### src/rtl/xcvr_pkg.sv
package xcvr_pkg;

  localparam int DATA_W = 8;

  typedef enum logic {
    PICK_LIVE = 1'b0,
    PICK_HELD = 1'b1
  } pick_t;

endpackage

### src/rtl/xcvr_edge_strobe.sv
module xcvr_edge_strobe (
  input  logic clk,
  input  logic rst,
  input  logic level,
  input  logic block,
  output logic strobe
);

  logic last_q;

  // Held at 1 through reset so a strobe already high is not taken as an edge.
  always_ff @(posedge clk) begin
    if (rst) last_q <= 1'b1;
    else     last_q <= level;
  end

  assign strobe = level & ~last_q & ~block & ~rst;

endmodule

### src/rtl/xcvr_lane.sv
module xcvr_lane #(
  parameter int W         = xcvr_pkg::DATA_W,
  parameter bit INVERT_OE = 1'b0
) (
  input  logic         clk,
  input  logic         rst,
  input  logic         load,
  input  logic [W-1:0] src,
  input  logic         sel,
  input  logic         oe_pin,
  input  logic         inhibit,
  output logic [W-1:0] held,
  output logic [W-1:0] drv,
  output logic         drv_en
);

  import xcvr_pkg::*;

  pick_t pick;
  logic  en_raw;

  always_ff @(posedge clk) begin
    if (rst)       held <= '0;
    else if (load) held <= src;
  end

  assign pick = pick_t'(sel);
  assign drv  = (pick == PICK_HELD) ? held : src;

  generate
    if (INVERT_OE) begin : g_low_en
      assign en_raw = ~oe_pin;
    end else begin : g_high_en
      assign en_raw = oe_pin;
    end
  endgenerate

  assign drv_en = en_raw & ~inhibit;

endmodule

### src/rtl/bus_xcvr.sv
module bus_xcvr #(
  parameter int W = xcvr_pkg::DATA_W
) (
  input  logic         clk,
  input  logic         rst,
  input  logic         test_mode,
  input  logic         clk_ab,
  input  logic         clk_ba,
  input  logic         sel_ab,
  input  logic         sel_ba,
  input  logic         oe_ab,
  input  logic         oe_ba_n,
  input  logic [W-1:0] a_in,
  output logic [W-1:0] a_out,
  output logic         a_oe,
  input  logic [W-1:0] b_in,
  output logic [W-1:0] b_out,
  output logic         b_oe
);

  logic         load_ab;
  logic         load_ba;
  logic [W-1:0] held_ab;
  logic [W-1:0] held_ba;

  xcvr_edge_strobe u_edge_ab (
    .clk    (clk),
    .rst    (rst),
    .level  (clk_ab),
    .block  (test_mode),
    .strobe (load_ab)
  );

  xcvr_edge_strobe u_edge_ba (
    .clk    (clk),
    .rst    (rst),
    .level  (clk_ba),
    .block  (test_mode),
    .strobe (load_ba)
  );

  // A bus feeds the B side; enable active high.
  xcvr_lane #(.W(W), .INVERT_OE(1'b0)) u_lane_ab (
    .clk     (clk),
    .rst     (rst),
    .load    (load_ab),
    .src     (a_in),
    .sel     (sel_ab),
    .oe_pin  (oe_ab),
    .inhibit (test_mode),
    .held    (held_ab),
    .drv     (b_out),
    .drv_en  (b_oe)
  );

  // B bus feeds the A side; enable active low.
  xcvr_lane #(.W(W), .INVERT_OE(1'b1)) u_lane_ba (
    .clk     (clk),
    .rst     (rst),
    .load    (load_ba),
    .src     (b_in),
    .sel     (sel_ba),
    .oe_pin  (oe_ba_n),
    .inhibit (test_mode),
    .held    (held_ba),
    .drv     (a_out),
    .drv_en  (a_oe)
  );

endmodule

### config.mk
export PLATFORM = sky130hd
export DESIGN_NAME = bus_xcvr
export DESIGN_NICKNAME = d
export VERILOG_FILES = /design/src/rtl/xcvr_pkg.sv /design/src/rtl/xcvr_edge_strobe.sv /design/src/rtl/xcvr_lane.sv /design/src/rtl/bus_xcvr.sv
export SDC_FILE = /design/constraint.sdc
export NUM_CORES = 1
export LEC_CHECK = 0
export BUFFER_PORTS_ARGS = -buffer_cell sky130_fd_sc_hd__buf_2
export CORE_UTILIZATION = 41
export DETAILED_ROUTE_END_ITERATION = 7
export GPL_ROUTABILITY_DRIVEN = 0
export PLACE_DENSITY = 0.7
export SLEW_MARGIN = 20
export SYNTH_ARGS = -nofsm -noshare
export SYNTH_HDL_FRONTEND = slang
export SYNTH_HIERARCHICAL = 1
export SYNTH_SLANG_ARGS = --single-unit
### constraint.sdc
create_clock -name clk -period 1.2 [get_ports clk]
set_clock_uncertainty 0.15 [all_clocks]
set_input_delay 0.06 -clock clk [delete_from_list [all_inputs] [get_ports clk]]
set_output_delay 0.06 -clock clk [all_outputs]
set_load 0.02 [all_outputs]
==> results.txt <==
----------------------------------------------------
[Critical path]
  Start-to-end type of the worst setup path ... register to register
  Required @ worst endpoint ... 1.22 ns
  Worst EP arrival ... 1.39 ns
  Crit path max fanout ... 8
  Nature of the critical path endpoint ... register
  Element type at the critical path start ... register

[Synthesis]
  Yosys top cell area share ... 38.92%
  Number of flops mapped to enable cells by yosys ... 0
  Number of distinct library cell variants in the gate-level netlist after synthesis ... 9
  Most area-consuming cells after synthesis ... dfxtp_1 39%, mux2_4 26%, mux2i_1 17%
  Avg Inst Size Synth ... 11.87 um^2
  Share of the yosys chip area belonging to registers ... 38.92%
  Prevailing post-synth register cell ... dfxtp_1
  Number of synthesis warnings ... 6
  Netlist area before placement ... 925.9 um^2
  Post-synthesis async set-or-reset flop share ... 0%
  Flops & latches, synth ... 18
  Library cell with the highest instance count after synthesis ... dfxtp_1
  Cells after synthesis ... 78
  Synthesized net count ... 103
  Leading area contributor after synthesis ... dfxtp_1
  Synth top cells by count ... 18 x dfxtp_1, 17 x nor2_1, 16 x mux2_4, 16 x mux2i_1, 4 x buf_6

[Clock network]
  Clock Sinks ... 18
  Clock latency on the worst-skew pair ... 0.28 ns
  Clock tree from TritonCTS ... built
  Number of buffers inserted during clock tree synthesis ... 3
  Maximum number of buffers from clock root to sink ... 2
  Clock transition at the register clock pins on the worst setup and hold paths after CTS ... 0.10 ns
  CTS H-tree depth ... 1
  Clock tree root driver cell ... clkbuf_4

[Floorplanning]
  Total Die Area ... 2452 um^2
  Core area ... 2042 um^2
  I/O pin cnt ... 43
  Row count ... 16
  Die width ... 49.52 um
  Starting density of the core ... 45.34%
  Die height ... 49.52 um

[Timing]
  Worst slew pin tran ... 0.2629 ns
  Slack of the critical path ... -0.1636 ns
  Final worst-path cycle share ... 113.6%
  Worst slew slack as a fraction of its limit ... 82.48%
  FMAX ... 733.3 MHz
  Post-layout min period ... 1.364 ns
  Max-slew violation count ... 0
  Final Hold Violating Endpoints ... 0
  Setup repair after global routing missed its margin ... yes
  Total setup violations reported at the end of the flow ... 32

[Layout]
  Fraction of layout cells with a size suffix above 1 ... 60.84%
  Layout area overhead ... 62.70%
  Number of diodes added for antenna fixing ... 0
  Fin cells ... 170
  Multi-input gate area ... 516.7 um^2
  NumNets Final ... 170
  Filler cell count ... 152
  Register area ... 380.4 um^2

[Worst hold path]
  Type of the worst min-delay path ... input pin to register

[Routing]
  1st-iter DRT viols ... 9
  Detailed-route via count ... 781
  First-pass iteration count of the detailed router ... 4
  Average routed wire per standard cell ... 12.91 um
  Number of routed nets with antenna violations ... 0
  Drt via density ... 4.594
  Aggregate routed wire length ... 2195 um
  Drt drc ... 0

[Outcome]
  Violations in the final reports ... setup timing
  Status ... complete, but fails checks

[Global route]
  Total routing resource utilization after global routing ... 18.43%
  Initial antenna violation count ... 0
  Wire length of the first global-routing pass ... 3450 um
  Total global routing overflow ... 0
  Largest net degree at the start of global routing ... 10
  Vias in the first global route ... 794

[Power]
  Tot Pwr ... 1249 uW
  Power Density ... 829.0 nW/um^2
  Static Leakage ... 0.0006834 uW
  Largest vdd supply drop ... 0.7439 mV

[Flow run]
  Count of maximum capacitance violations ... 0

[Place]
  HPWL Detailed ... 1440 um
  Cell total after placement ... 145
  Number of buffers inserted by port buffering ... 42

----------------------------------------------------
## through the flow
step / setup TNS (ns) / util (%) / hold WS, ns / setup WS [ns] / cell area [um^2]
3_3_place_gp: -0.1476 / 56.19 / 0.1052 / -0.01975 / 1147
3_5_place_dp: -0.8722 / 56.19 / 0.1098 / -0.1054 / 1147
4_1_cts: -1.458 / 72.12 / 0.01148 / -0.1164 / 1473
5_1_grt: -2.658 / 73.77 / 0.02070 / -0.1876 / 1506
6_report: -1.362 / 73.77 / 0.02560 / -0.1636 / 1506
2_1_floorplan: 0 / - / 0.007137 / 0.01843 / 925.9
## state kept, by name, summed over array words and instances (netlist names)
signal,count
u_edge_ba/last_q,1
u_lane_ba/held,8
u_edge_ab/last_q,1
u_lane_ab/held,8
## kinds of logic (layout without fill, tap and decap cells)
logic type | Yosys count | after routing | share of synthesized area [%]
multiplexers | 32 | 32 | 43.24
AND/OR/NAND/NOR | 22 | 22 | 12.16
flip-flops | 18 | 18 | 38.92
buffers and inverters | 6 | 71 | 5.676
## final timing paths
kind,start,endpoint,slack (ns),cells past startpoint
worst max-delay path,u_edge_ba/last_q$_SDFF_PP1_,u_lane_ba/held[0]$_SDFFE_PP0P_,-0.16,4
worst min-delay path,rst,u_lane_ab/held[0]$_SDFFE_PP0P_,0.03,3
worst max register to register,u_edge_ba/last_q$_SDFF_PP1_,u_lane_ba/held[0]$_SDFFE_PP0P_,-0.16,4
worst min register to register,u_lane_ba/held[5]$_SDFFE_PP0P_,u_lane_ba/held[5]$_SDFFE_PP0P_,0.35,2
## critical path, cell delays in order (launching register included)
cell and delay, ns:
dfxtp_1 0.32, nor4b_2 0.20, buf_4 0.23, mux2i_1 0.26, nor2_1 0.09
## layout by cell type, fill, tap and decap left out, drive strengths merged
| cell | n |
|---|---|
| buf | 49 |
| clkbuf | 3 |
| dfxtp | 18 |
| dlygate4sd3 | 19 |
| mux2 | 16 |
| mux2i | 16 |
| nor2 | 17 |
| nor2b | 1 |
| nor4b | 2 |
| or2 | 2 |
## power by group
| part | internal (uW) | total (uW) | leakage, uW | switching [uW] |
|---|---|---|---|---|
| clock | 116 | 295 | 0.0000138 | 179 |
| sequential | 608 | 614 | 0.000154 | 5.15 |
| combinational | 201 | 340 | 0.000516 | 139 |
## repair_timing
item / 4_1_cts / 5_1_grt
endpoints found under the hold margin: 18 / 0
pin swaps: 0 / 0
hold buffers: 19 / 0
setup buffers: 0 / 3
setup endpoints to repair: 32 / 32
resized for setup: 45 / 4
## routing by layer
metal / track usage, % / wire, um / vias up
li1: - / - / 399
met1: 21.50 / 849 / 356
met2: 34.01 / 1236 / 24
met3: 1.852 / 95 / 2
met4: 7.143 / 13 / 0
met5: 0 / 0 / -
## cell type report
cell class / count / area share, %
tap: 27 / 2.243
clock buffer: 3 / 1.495
timing repair buffer: 68 / 36.71
sequential: 18 / 25.25
multi-input combinational: 54 / 34.30
Note: power is estimated with default switching activity, not from simulation.
